==> src/rtl/clk_nru_pkg.sv <==
package clk_nru_pkg;
  typedef enum logic {
    ST_IDLE = 1'b0,
    ST_SCAN = 1'b1
  } scan_state_e;
endpackage

==> src/rtl/clk_nru_use_bits.sv <==
module clk_nru_use_bits #(
  parameter int unsigned NUM_FRAMES = 16,
  parameter int unsigned IDX_W      = 4
) (
  input  logic                  clk_i,
  input  logic                  rst_ni,
  input  logic                  set_en_i,
  input  logic [IDX_W-1:0]      set_idx_i,
  input  logic                  clr_en_i,
  input  logic [IDX_W-1:0]      clr_idx_i,
  output logic [NUM_FRAMES-1:0] use_o
);
  for (genvar g = 0; g < NUM_FRAMES; g++) begin : g_bit
    logic set_hit, clr_hit;
    assign set_hit = set_en_i && (set_idx_i == IDX_W'(g));
    assign clr_hit = clr_en_i && (clr_idx_i == IDX_W'(g));
    // reference wins over clear
    always_ff @(posedge clk_i or negedge rst_ni) begin
      if (!rst_ni)      use_o[g] <= 1'b0;
      else if (set_hit) use_o[g] <= 1'b1;
      else if (clr_hit) use_o[g] <= 1'b0;
    end
  end
endmodule

==> src/rtl/clk_nru_hand.sv <==
module clk_nru_hand #(
  parameter int unsigned NUM_FRAMES = 16,
  parameter int unsigned IDX_W      = 4
) (
  input  logic             clk_i,
  input  logic             rst_ni,
  input  logic             adv_i,
  output logic [IDX_W-1:0] hand_o
);
  localparam logic [IDX_W-1:0] LAST = IDX_W'(NUM_FRAMES - 1);

  always_ff @(posedge clk_i or negedge rst_ni) begin
    if (!rst_ni)    hand_o <= '0;
    else if (adv_i) hand_o <= (hand_o == LAST) ? '0 : hand_o + 1'b1;
  end
endmodule

==> src/rtl/clk_nru_scan_ctrl.sv <==
module clk_nru_scan_ctrl
  import clk_nru_pkg::*;
#(
  parameter int unsigned IDX_W = 4
) (
  input  logic             clk_i,
  input  logic             rst_ni,
  input  logic             fault_req_i,
  input  logic             use_at_hand_i,
  input  logic [IDX_W-1:0] hand_i,
  output logic             clr_en_o,
  output logic             adv_o,
  output logic             busy_o,
  output logic             victim_valid_o,
  output logic [IDX_W-1:0] victim_idx_o
);
  scan_state_e state_q;

  always_ff @(posedge clk_i or negedge rst_ni) begin
    if (!rst_ni) begin
      state_q        <= ST_IDLE;
      victim_valid_o <= 1'b0;
      victim_idx_o   <= '0;
    end else begin
      victim_valid_o <= 1'b0;
      unique case (state_q)
        ST_IDLE: if (fault_req_i) state_q <= ST_SCAN;
        ST_SCAN: if (!use_at_hand_i) begin
          victim_valid_o <= 1'b1;
          victim_idx_o   <= hand_i;
          state_q        <= ST_IDLE;
        end
        default: state_q <= ST_IDLE;
      endcase
    end
  end

  always_comb begin
    busy_o   = (state_q == ST_SCAN);
    adv_o    = busy_o;                 // step on every examine, also past victim
    clr_en_o = busy_o && use_at_hand_i;
  end
endmodule

==> src/rtl/clock_victim_sel.sv <==
module clock_victim_sel #(
  parameter int unsigned NUM_FRAMES = 16,
  localparam int unsigned IDX_W = (NUM_FRAMES > 1) ? $clog2(NUM_FRAMES) : 1
) (
  input  logic             clk_i,
  input  logic             rst_ni,
  input  logic             ref_valid_i,
  input  logic [IDX_W-1:0] ref_idx_i,
  input  logic             fault_req_i,
  output logic             busy_o,
  output logic             victim_valid_o,
  output logic [IDX_W-1:0] victim_idx_o
);
  logic [NUM_FRAMES-1:0] use_q;
  logic [IDX_W-1:0]      hand_q;
  logic                  use_at_hand, clr_en, adv;

  assign use_at_hand = use_q[hand_q];

  clk_nru_use_bits #(.NUM_FRAMES(NUM_FRAMES), .IDX_W(IDX_W)) u_use (
    .clk_i     (clk_i),
    .rst_ni    (rst_ni),
    .set_en_i  (ref_valid_i),
    .set_idx_i (ref_idx_i),
    .clr_en_i  (clr_en),
    .clr_idx_i (hand_q),
    .use_o     (use_q)
  );

  clk_nru_hand #(.NUM_FRAMES(NUM_FRAMES), .IDX_W(IDX_W)) u_hand (
    .clk_i  (clk_i),
    .rst_ni (rst_ni),
    .adv_i  (adv),
    .hand_o (hand_q)
  );

  clk_nru_scan_ctrl #(.IDX_W(IDX_W)) u_ctrl (
    .clk_i          (clk_i),
    .rst_ni         (rst_ni),
    .fault_req_i    (fault_req_i),
    .use_at_hand_i  (use_at_hand),
    .hand_i         (hand_q),
    .clr_en_o       (clr_en),
    .adv_o          (adv),
    .busy_o         (busy_o),
    .victim_valid_o (victim_valid_o),
    .victim_idx_o   (victim_idx_o)
  );
endmodule

==> config.mk <==
export PLATFORM = sky130hd
export DESIGN_NAME = clock_victim_sel
export DESIGN_NICKNAME = d
export VERILOG_FILES = /design/src/rtl/clk_nru_pkg.sv /design/src/rtl/clk_nru_use_bits.sv /design/src/rtl/clk_nru_hand.sv /design/src/rtl/clk_nru_scan_ctrl.sv /design/src/rtl/clock_victim_sel.sv
export SDC_FILE = /design/constraint.sdc
export NUM_CORES = 1
export LEC_CHECK = 0
export ABC_AREA = 1
export BUFFER_PORTS_ARGS = -buffer_cell sky130_fd_sc_hd__buf_2
export CORE_UTILIZATION = 30
export DETAILED_ROUTE_END_ITERATION = 10
export PLACE_DENSITY = 0.46
export SLEW_MARGIN = 15
export SYNTH_ARGS = -nofsm -noshare
export SYNTH_HDL_FRONTEND = slang
export SYNTH_SLANG_ARGS = --single-unit
==> constraint.sdc <==
create_clock -name clk_i -period 1.4 [get_ports clk_i]
set_input_delay 0 -clock clk_i [delete_from_list [all_inputs] [get_ports clk_i]]
set_output_delay 0 -clock clk_i [all_outputs]
set_load 0.005 [all_outputs]
### Yosys cells after proc, flatten, opt, wreduce, memory -nomap -nowiden

Index checks and enable logic that the tools add are counted.
Widths: inputs -> output; s select.

| storage, ports and cells | value |
|---|---|
| word-level logic and storage cells | 146 |
| register bits | 26 |

| cells by class | value |
|---|---|
| add/sub/neg operators | 1 |
| equal/unequal tests | 30 |
| multiplexer cells | 40 |
| reductions and logical operators | 52 |
| magnitude comparators | 1 |
| bitwise logic cells | 2 |

Operators by type and width:

| kind | number |
|---|---|
| $eq 4x4->1 const B | 16 |
| $mux 1 | 37 |
| $logic_and 1x1->1 | 33 |
| $eq 4x3->1 const B | 8 |
| $reduce_bool 2->1 | 16 |
| $eq 4x2->1 const B | 4 |
| $eq 4x1->1 const B | 2 |
| $logic_not 4->1 | 2 |
| $lt 4x5->1 const B | 1 |
| $add 4x1->4 const B | 1 |
| $bmux 1 s4 | 1 |
| $mux 4 | 1 |
| $not 1->1 | 2 |
| $pmux 1 s2 | 1 |
| $reduce_and 2->1 | 1 |

### Logic depth before layout (Yosys ltp)

Gate-level depths: netlist (run 1).

| logic depth | value |
|---|---|
| depth after elaboration | 6 |
| depth in mapped cells | 11 |

### By module

From an unflattened synthesis (run 1), not the netlist that was laid out.

| unflattened totals | value |
|---|---|
| cell total of the unflattened synthesis | 214 |
| area, all modules | 1476.4 µm² |

Modules (own cells, without submodules):

| module | instances | cells an instance | area an instance (µm²) |
|---|---|---|---|
| clk_nru_use_bits | 1 | 115 | 817.0 |
| clk_nru_scan_ctrl | 1 | 26 | 236.5 |
| clock_victim_sel | 1 | 50 | 230.2 |
| clk_nru_hand | 1 | 23 | 192.7 |

### Least setup slack after synthesis (run 1)

No wires, ideal clock.

| timing | value |
|---|---|
| path kind | flip-flop to flip-flop |
| start point | reg u_hand.hand_o[0] |
| end point | reg u_ctrl.victim_idx_o[1] |
| clock period less this slack | 1.313 ns |
| arrival | 1.196 ns |
| slack | 0.087 ns |
| library setup time | 0.117 ns |
| data required time | 1.283 ns |
| stages on the path, launching flop included | 12 |
| cell sequence | dfrtp_1 inv_2 buf_6 nand2_1 nand3_1 nand2_2 nand2_4 nand2_4 nor2_8 nand2_4 nand2_1 nand2_1 |

| on the way | value |
|---|---|
| longest elaborated chain between the ends | 4 |

Ends and longest elaborated chain:

| item | RTL line | text |
|---|---|---|
| start, declared | clk_nru_hand.sv:8 | `output logic [IDX_W-1:0] hand_o` |
| start signal, assigned | clk_nru_hand.sv:14 | `else if (adv_i) hand_o <= (hand_o == LAST) ? '0 : hand_o + 1'b1;` |
| $bmux 1 s4 | clock_victim_sel.sv:18 | `assign use_at_hand = use_q[hand_q];` |
| $mux 1 (not written as such) | clock_victim_sel.sv:18 |  |
| $not 1->1 (no line) | - |  |
| $reduce_and 2->1 (no line) | - |  |
| end signal, assigned | clk_nru_scan_ctrl.sv:30 | `victim_idx_o <= hand_i;` |
| end, declared | clk_nru_scan_ctrl.sv:15 | `output logic [IDX_W-1:0] victim_idx_o` |

Every way passes these cells. The select of a mux whose other input is x is not followed.
A chain may end at the register's enable or synchronous reset.

### Final worst setup path (run 1)

| timing | value |
|---|---|
| start point | reg u_hand.hand_o[0] |
| end point | reg u_ctrl.victim_idx_o[2] |

The elaborated chain is that of the path after synthesis.

==> results of run 1 <==
[cells in the mapped netlist]
cell type  number  area, um^2
buf_6           3       33.78
clkbuf_1        1       3.750
dfrtp_1        26       650.6
ha_1            4       50.05
inv_1          25       93.84
inv_2           3       11.26
mux2i_1         1       10.01
nand2_1        58       217.7
nand2_2         4       25.02
nand2_4         5       56.30
nand3_1        20       100.1
nand3_2         2       20.02
nand4_1         1       6.260
nor2_1         11       41.29
nor2_8          1       20.02
o21ai_0        18       90.09
o21ai_1         1       5.000
o31ai_1         1       7.510
xor2_1          1       8.760
[state kept, by name, indices dropped and copies added (netlist names)]
register and flops:
u_use.use_o 16, u_ctrl.victim_valid_o 1, u_hand.hand_o 4, u_ctrl.adv_o 1
u_ctrl.victim_idx_o 4
[layer usage]
| layer | vias to the layer above | share of wire (%) | global-route usage [%] |
|---|---|---|---|
| met2 | 34 | 48 | 23.28 |
| li1 | 623 | - | - |
| met1 | 563 | 46 | 18.99 |
| met3 | 5 | 4.1 | 2.110 |
| met4 | 0 | 1.5 | 5.229 |
| met5 | - | 0 | 0 |
[path summary, 6_finish.rpt]
kind / slack [ns] / startpoint / endpoint
worst min-delay path: 0.009 / ref_idx_i[0] / u_use.use_o[7]$_DFFE_PN0P_
worst min register to register: 0.47 / u_ctrl.victim_idx_o[3]$_DFFE_PN0P_ / u_ctrl.victim_idx_o[3]$_DFFE_PN0P_
min in group asynchronous: 0.24 / rst_ni / u_hand.hand_o[1]$_DFFE_PN0P_
worst max register to register: 0.01 / u_hand.hand_o[0]$_DFFE_PN0P_ / u_ctrl.victim_idx_o[2]$_DFFE_PN0P_
worst max-delay path: 0.01 / u_hand.hand_o[0]$_DFFE_PN0P_ / u_ctrl.victim_idx_o[2]$_DFFE_PN0P_
max in group asynchronous: 0.75 / rst_ni / u_hand.hand_o[0]$_DFFE_PN0P_
[through the flow]
| stage | worst slack (ns) | total power [uW] | hold WS, ns | setup TNS, ns |
|---|---|---|---|---|
| 2_1_floorplan | 0.08673 | 2801 | -0.2956 | 0 |
| 5_1_grt | -0.08781 | 4518 | 0.02115 | -0.5513 |
| 4_1_cts | -0.02224 | 4098 | 0.005309 | -0.07031 |
| 3_5_place_dp | -0.07238 | 3413 | 0.03912 | -0.3531 |
| 3_3_place_gp | -0.03430 | 3409 | 0.03206 | -0.1243 |
| 6_report | 0.01320 | 4153 | 0.008647 | 0 |
[power by group]
part	total (uW)	switching, uW	internal [uW]
Combinational	2120	1260	864
Sequential	1390	275	1120
Clock	636	253	383
Total	4150	1790	2360
[cell type report]
type | count | share of cell area (%)
multi-input combinational | 128 | 38.69
tap | 52 | 3.698
clock inverter | 1 | 1.707
timing repair buffer | 24 | 10.24
inverter | 28 | 6.259
clock buffer | 3 | 2.347
sequential | 26 | 37.06
[critical path, delay by kind of cell, from the launching register on]
family                 cells  cell delay [ns]
buffers and inverters      1             0.14
DFF                        1             0.46
and+or+nand+nor            9             0.67
[cells by family (layout without fill, tap and decap cells)]
family                     Yosys count  in the layout
adders and majority gates            4              4
DFF                                 26             26
and+or+nand+nor                    102            102
muxes                                1              1
buffers and inverters               32             56
xor gates and xnor gates             1              1
AOI/OAI and AO/OA                   20             20
[timing repair]
action	CTS	global route
pin swaps	0	0
buffers inserted	0	1
gates cloned	0	0
gates resized for setup	4	11
endpoints found under the hold margin	28	0
hold buffers	3	0
endpoints found under the setup margin	14	20
==> results.tsv, run 1 <==
metric	value	unit
grt_pass1_vias	1152	
setup_viol	0	
worstSetupPathType	flip-flop to flip-flop	
grt_max_degree	27	
overflow	0	
max-clock-path-buffers	2	
antenna_cells	0	
status	complete, no violations	
initial_core_util	32.22	%
die_area	0.005120	mm^2
critPathCaptureType	flip-flop	
required	1.58	ns
wl_per_cell	12.41	um
synth_top_family_by_area	simple AND/OR/NAND/NOR gates	
hpwl	2448	um
power.density	2361	mW/mm^2
synth_area	0.001451	mm^2
rsz0062_at_grt	true	
path_cells	buf_4, nand2_1, nand3_1, nand2_1, nand2_2, nand2_4, nor2_8, nand2_4, nand2_1, nand2_1	
wl	3251	um
viasPerCell	4.676	
synth-simple-area-share	33.53	%
clk_pin_slew	0.09	ns
port_buffers	13	
min_path_type	input port to flip-flop	
cts_tree	built	
relSlewSlack	61.50	%
dp_cells	254	
start_kind	flip-flop	
vias	1225	
final_area	0.001759	mm^2
cts.sinks	26	
synth_compound_area_share	7.069	%
critPathMaxFanout	5	
peakVddDrop	712.0	uV
track_usage	14.16	%
maxCapViolCount	0	
drv_slew	0	
max_clock_freq	0.7211	GHz
multiInputGateArea	680.7	um^2
hold_viol_final	0	
syn_nets	198	
final_common_cell	nand2_1	
synth_adder_area_share	3.448	%
htree_levels	1	
layout-drive-gt1-share	21.90	%
muxShareOfSynthArea	0.6897	%
synth-xor-area-share	0.6034	%
drt.antenna.violating_nets	0	
cp_data_arrival_time	1.56	ns
cts_made_buffers	3	
final_cells	262	
n_fill_cell	469	
drt-pass1-iter-count	4	
regArea	651.9	um^2
ys_seq_area_share	44.83	%
syn_to_final_growth	21.21	%
avgSynthCellArea	7.803	um^2
max_stage_delay	0.46	ns
grt_first_pass_wirelength	5540	um
skew	0.003850	ns
layout_common_cells	57 x nand2_1, 25 x inv_1, 25 x dfrtp_1	
ys_warn_count	0	
critPathMostFrequentCell	nand2_1	
power.leakage	0.0009431	uW
placed_cell_area	0.001622	mm^2
place_congestion	0.8656	
die_h	71.56	um
crit_slowest_cell	dfrtp_2	
clock_latency	0.28	ns
route.detailed.drc	0	
drt_iter0_drc	42	
synth-seq-cells	26	
whs_path_depth	3	
fin_util	39.06	%
min_period_over_period	99.06	%
ios	14	
row_count	24	
r2r_cells	10	
dieWidth	71.56	um
post-route-min-period	1.387	ns
final_nets	223	
postSynthCellCount	186	
antenna_found_initial	0	
cts-root-buf	clkbuf_8	
worstMarginPinSlew	0.5775	ns
core	0.004504	mm^2
synth_cell_type_count	19	
Power figures use the tool's default switching activity.
==> run 2, diff against run 1 <==
SYNTH_HIERARCHICAL = 1   (was default)
==> results.tsv, run 2 <==
metric	value	unit
status	finished with violations	
failed_checks	setup timing	
muxShareOfSynthArea	0	%
intPower	2601	uW
viasPerCell	4.366	
final_nets	257	
avgSynthCellArea	6.899	um^2
synth-seq-cells	26	
critPathMostFrequentCell	nand2_1	
synthTopCellsByCount	78 x nand2_1, 37 x nand3_1, 33 x inv_1, 26 x dfrtp_1, 17 x nor2_1	
hpwl	2747	um
largest_reg_flops	16	
worstSetupPathType	flip-flop to flip-flop	
worstHoldStart	ref_idx_i[3]	
cp-startpoint	u_hand/hand_o[0]$_DFFE_PN0P_	
layout_common_cells	70 x nand2_1, 31 x inv_1, 25 x dfrtp_1	
vias	1371	
critPathCaptureType	flip-flop	
cts_made_buffers	3	
row_count	25	
ys_async_sr_fraction	100.0	%
critPathMaxFanout	8	
cts.sinks	26	
p_sw_share	45.04	%
relSlewSlack	60.07	%
antenna_cells	0	
max-clock-path-buffers	2	
cp_data_arrival_time	1.79	ns
synth.most_common_cell	nand2_1	
max_clock_freq	0.6181	GHz
post-route-min-period	1.618	ns
path_cells	buf_12, inv_12, nand2_4, nand2_1, nand2_1, nand3_1, nand3_2, nand2_2, nand2_1, inv_2, buf_6, nand3_1, nand2_1, nand2_1	
die_h	72.15	um
syn_nets	223	
initial_core_util	31.26	%
clock_latency	0.28	ns
layout-drive-gt1-share	29.96	%
p_seq_share	29.0	%
tns	-3.914	ns
power	4733	uW
power.density	2399	mW/mm^2
peakVddDrop	795.3	uV
netlist.area_leader.share	44.07	%
synth_compound_area_share	3.051	%
fin_util	41.77	%
power_switching	2132	uW
drt_iter0_drc	47	
wl_per_cell	11.69	um
largest_register	u_use/use_o	
cts_tree	built	
wl	3672	um
grt_first_pass_wirelength	6065	um
dieWidth	72.15	um
drt-pass1-iter-count	4	
htree_levels	1	
synth-simple-area-share	39.24	%
max_stage_delay	0.44	ns
yosysTopAreaCell	dfrtp_1	
grt_max_degree	27	
start_kind	flip-flop	
pwr-share-comb	60.3	%
setup_ws	-0.2179	ns
ys_warn_count	6	
grt_pass1_vias	1317	
route.detailed.drc	0	
required	1.58	ns
synth-xor-area-share	0.5932	%
track_usage	15.24	%
antenna_found_initial	0	
maxCapViolCount	0	
place_congestion	0.8566	
ys_seq_area_share	44.07	%
synth_area	0.001476	mm^2
port_buffers	13	
cts-root-buf	clkbuf_8	
synth_adder_area_share	0.8475	%
drv_slew	0	
syn_to_final_growth	33.64	%
synth_ff_type	dfrtp_1	
synth_area_leaders	dfrtp_1 44%, nand2_1 20%, nand3_1 13%	
hold_viol_final	0	
synth_top_family_by_area	simple AND/OR/NAND/NOR gates	
power.leakage	0.001046	uW
clock_power_share	10.7	%
overflow	0	
rsz0062_at_grt	true	
min_period_over_period	115.6	%
drt.antenna.violating_nets	0	
regToRegStartpoint	u_hand/hand_o[0]$_DFFE_PN0P_	
postSynthCellCount	214	
min_path_type	input port to flip-flop	
whs	0.04274	ns
worstMarginPinSlew	0.5989	ns
ios	14	
skew	0.004193	ns
die_area	0.005206	mm^2
final_common_cell	nand2_1	
synth_cell_type_count	14	
setup_viol	22	
clk_pin_slew	0.09	ns
reg_top3	u_use/use_o (16), u_ctrl/victim_idx_o (4), u_hand/hand_o (4)	
dp_slack	-0.2284	ns
synth_edf_count	0	
crit_slowest_cell	dfrtp_2	
core	0.004723	mm^2
-- run 2: cell type report --
class	count	area (um^2)
fillers	484	2750
multi-input cells	147	779.5
flip-flops and latches	26	651.9
repair buffers	33	244.0
inverters	37	158.9
well taps	67	83.83
clock buffers	4	55.05
-- run 2: final timing paths --
check	endpoint	slack [ns]	cells past startpoint
max in group asynchronous	u_hand/hand_o[0]$_DFFE_PN0P_	0.72	2
worst min-delay path	u_use/use_o[1]$_DFFE_PN0P_	0.04	4
worst max register to register	u_use/use_o[0]$_DFFE_PN0P_	-0.22	14
worst min register to register	u_ctrl/victim_idx_o[0]$_DFFE_PN0P_	0.48	2
worst max-delay path	u_use/use_o[0]$_DFFE_PN0P_	-0.22	14
min in group asynchronous	u_ctrl/victim_idx_o[2]$_DFFE_PN0P_	0.26	2
-- run 2: routing by layer --
layer / share of wire [%] / GRT usage (%) / wire length (um) / vias up
li1: - / - / - / 717
met1: 51 / 22.65 / 1873 / 633
met2: 46 / 22.74 / 1692 / 15
met3: 1.5 / 2.083 / 55 / 6
met4: 1.4 / 5.011 / 51 / 0
met5: 0 / 0 / 0 / -
-- run 2: cell families (layout without fill, tap and decap cells) --
logic type | after synthesis | in the layout
AND/OR/NAND/NOR | 138 | 138
buffers and inverters | 41 | 74
flip-flops | 26 | 26
AO/OA/AOI/OAI | 7 | 7
adder cells (fa/ha/maj) | 1 | 1
XOR/XNOR | 1 | 1
-- run 2: timing repair --
action / CTS / global route
setup buffers: 3 / 0
resized for setup: 19 / 20
pin swaps: 6 / 10
endpoints found under the setup margin: 22 / 23
endpoints found under the hold margin: 27 / 0
hold buffers: 2 / 0
-- run 2: critical path, delay by kind of cell, from the launching register on --
kind	cells	cell delay, ns
and+or+nand+nor	10	0.62
DFF	1	0.44
buffers and inverters	4	0.44
-- run 2: power groups by stage --
stage                     Combinational, uW  Sequential (uW)  Clock [uW]
final                                  2860             1370         505
after global routing                   3190             1430         541
after CTS                              2570             1360         528
after detailed placement               2130             1410           0
after global placement                 2160             1410           0
after floorplan                        1350             1420           0
-- run 2: stage by stage --
stage	area [um^2]	instances
global placement	1708	305
global route	1973	314
finish	1973	314
floorplan	1484	214
CTS	1887	314
detailed placement	1708	305
==> run 3, diff against run 2 <==
--- a/config.mk
+++ b/config.mk
@@ -14,4 +14,3 @@
 export SYNTH_ARGS = -nofsm -noshare
 export SYNTH_HDL_FRONTEND = slang
-export SYNTH_HIERARCHICAL = 1
 export SYNTH_SLANG_ARGS = --single-unit
==> constraint.sdc (replaced) <==
create_clock -name clk_i -period 1.4 [get_ports clk_i]
set_input_delay 0.28 -clock clk_i [delete_from_list [all_inputs] [get_ports clk_i]]
set_output_delay 0.28 -clock clk_i [all_outputs]
set_load 0.005 [all_outputs]
==> results.tsv, run 3 (synthesized netlist as in run 1, its figures left out) <==
metric	value	unit
required	1.58	ns
postCtsHoldBufs	0	
core	0.004504	mm^2
grt_max_degree	27	
setup_ws	-0.008826	ns
power.density	2391	mW/mm^2
maxCapViolCount	0	
clock_latency	0.27	ns
antenna_cells	0	
relSlewSlack	61.10	%
min_path_type	input port to async pin	
setup_viol	3	
critPathMaxFanout	8	
status	finished with violations	
drt_iter0_drc	52	
initial_core_util	32.22	%
htree_levels	1	
hold_viol_final	13	
antenna_found_initial	0	
start_kind	flip-flop	
ios	14	
dp_slack	-0.06476	ns
tns	-0.02016	ns
power.leakage	0.0009695	uW
rsz0062_at_grt	true	
power	4304	uW
clk_pin_slew	0.10	ns
grt_first_pass_wirelength	5782	um
worstSetupPathType	flip-flop to flip-flop	
dieWidth	71.56	um
p_sw_share	46.08	%
p_seq_share	32.7	%
wl_per_cell	13.59	um
final_area	0.001800	mm^2
reg2reg_slack	-0.009	ns
regToRegStartpoint	u_hand.hand_o[0]$_DFFE_PN0P_	
peakVddDrop	688.5	uV
hpwl	2503	um
viasPerCell	4.847	
skew	0.007735	ns
cts-root-buf	clkbuf_8	
cts_made_buffers	3	
largest_reg_flops	16	
multiInputGateArea	760.7	um^2
placed_cell_area	0.001602	mm^2
route.detailed.drc	0	
max_clock_freq	0.7098	GHz
overflow	0	
drt-pass1-iter-count	4	
reg_top3	u_use.use_o (16), u_ctrl.victim_idx_o (4), u_hand.hand_o (4)	
post-route-min-period	1.409	ns
cts_tree	built	
critPathCaptureType	flip-flop	
max-clock-path-buffers	2	
power_switching	1984	uW
final_nets	222	
min_period_over_period	100.6	%
drt.antenna.violating_nets	0	
largest_register	u_use.use_o	
failed_checks	hold timing, setup timing	
row_count	24	
r2r-end	u_ctrl.victim_idx_o[3]$_DFFE_PN0P_	
die_h	71.56	um
port_buffers	13	
regArea	653.1	um^2
track_usage	14.77	%
whs	-0.003910	ns
drv_slew	0	
n_fill_cell	478	
cts.sinks	26	
final_common_cell	nand2_1	
vias	1265	
grt_pass1_vias	1263	
pwr-share-comb	55.8	%
cp_data_arrival_time	1.58	ns
worstMarginPinSlew	0.5835	ns
syn_to_final_growth	24.05	%
layout_common_cells	42 x nand2_1, 25 x inv_1, 24 x dfrtp_1	
clock_power_share	11.5	%
layout-drive-gt1-share	32.54	%
place_congestion	0.8139	
wl	3548	um
die_area	0.005120	mm^2
intPower	2321	uW
r2r_cells	10	
-- run 3: repair_timing --
action                                  CTS  global route
resized for setup                         4            35
endpoints found under the setup margin   10            21
pin swaps                                 1             5
setup buffers                             2             2
gates cloned                              0             0
-- run 3: per-stage QoR --
step           std cells  util (%)
2_1_floorplan        186         -
5_1_grt              261     39.97
6_report             261     39.97
3_3_place_gp         253     35.56
4_1_cts              259     37.36
3_5_place_dp         253     35.56
-- run 3: worst max path at each step --
| stage | start | endpoint | slack (ns) | cells after the start |
|---|---|---|---|---|
| finish | u_hand.hand_o[0]$_DFFE_PN0P_ | u_ctrl.victim_idx_o[3]$_DFFE_PN0P_ | -0.009 | 10 |
| detailed placement | u_hand.hand_o[0]$_DFFE_PN0P_ | u_ctrl.victim_idx_o[3]$_DFFE_PN0P_ | -0.06 | 10 |
| CTS | u_hand.hand_o[0]$_DFFE_PN0P_ | u_ctrl.victim_idx_o[3]$_DFFE_PN0P_ | 0.0003 | 10 |
| floorplan | u_hand.hand_o[0]$_DFFE_PN0P_ | u_ctrl.victim_idx_o[1]$_DFFE_PN0P_ | 0.09 | 11 |
| global route | u_hand.hand_o[0]$_DFFE_PN0P_ | u_ctrl.victim_idx_o[3]$_DFFE_PN0P_ | -0.10 | 10 |
| global placement | u_hand.hand_o[0]$_DFFE_PN0P_ | u_ctrl.victim_idx_o[2]$_DFFE_PN0P_ | -0.04 | 10 |
-- run 3: area by class of cell --
class | instances | share of cell area (%)
Sequential cell | 26 | 36.28
Multi-Input combinational cell | 128 | 42.25
Inverter | 28 | 6.115
Clock buffer | 4 | 3.058
Timing Repair Buffer | 23 | 8.687
Tap cell | 52 | 3.614
-- run 3: routing by layer --
| metal | wire, um | vias up | GRT usage [%] |
|---|---|---|---|
| met5 | 0 | - | 0 |
| met4 | 37 | 0 | 4.357 |
| met3 | 129 | 4 | 3.376 |
| met2 | 1741 | 27 | 24.97 |
| met1 | 1639 | 613 | 18.97 |
| li1 | - | 621 | - |
-- run 3: critical path, cell delays in order (launching register included) --
cell and delay (ns):
dfrtp_2 0.45, buf_12 0.16, nand2_2 0.06, nand3_2 0.08, nand2_2 0.08, nand2_4 0.09, nand2_4 0.07, nor2_8 0.14
nand2_4 0.08, nand2_2 0.07, nand2_1 0.04
-- run 3: power groups by stage --
stage	Clock, uW	Combinational [uW]	Sequential, uW
2_1_floorplan	0	1450	1350
3_3_place_gp	0	1980	1370
3_5_place_dp	0	1990	1380
4_1_cts	514	2070	1370
5_1_grt	544	2690	1450
6_report	495	2400	1410
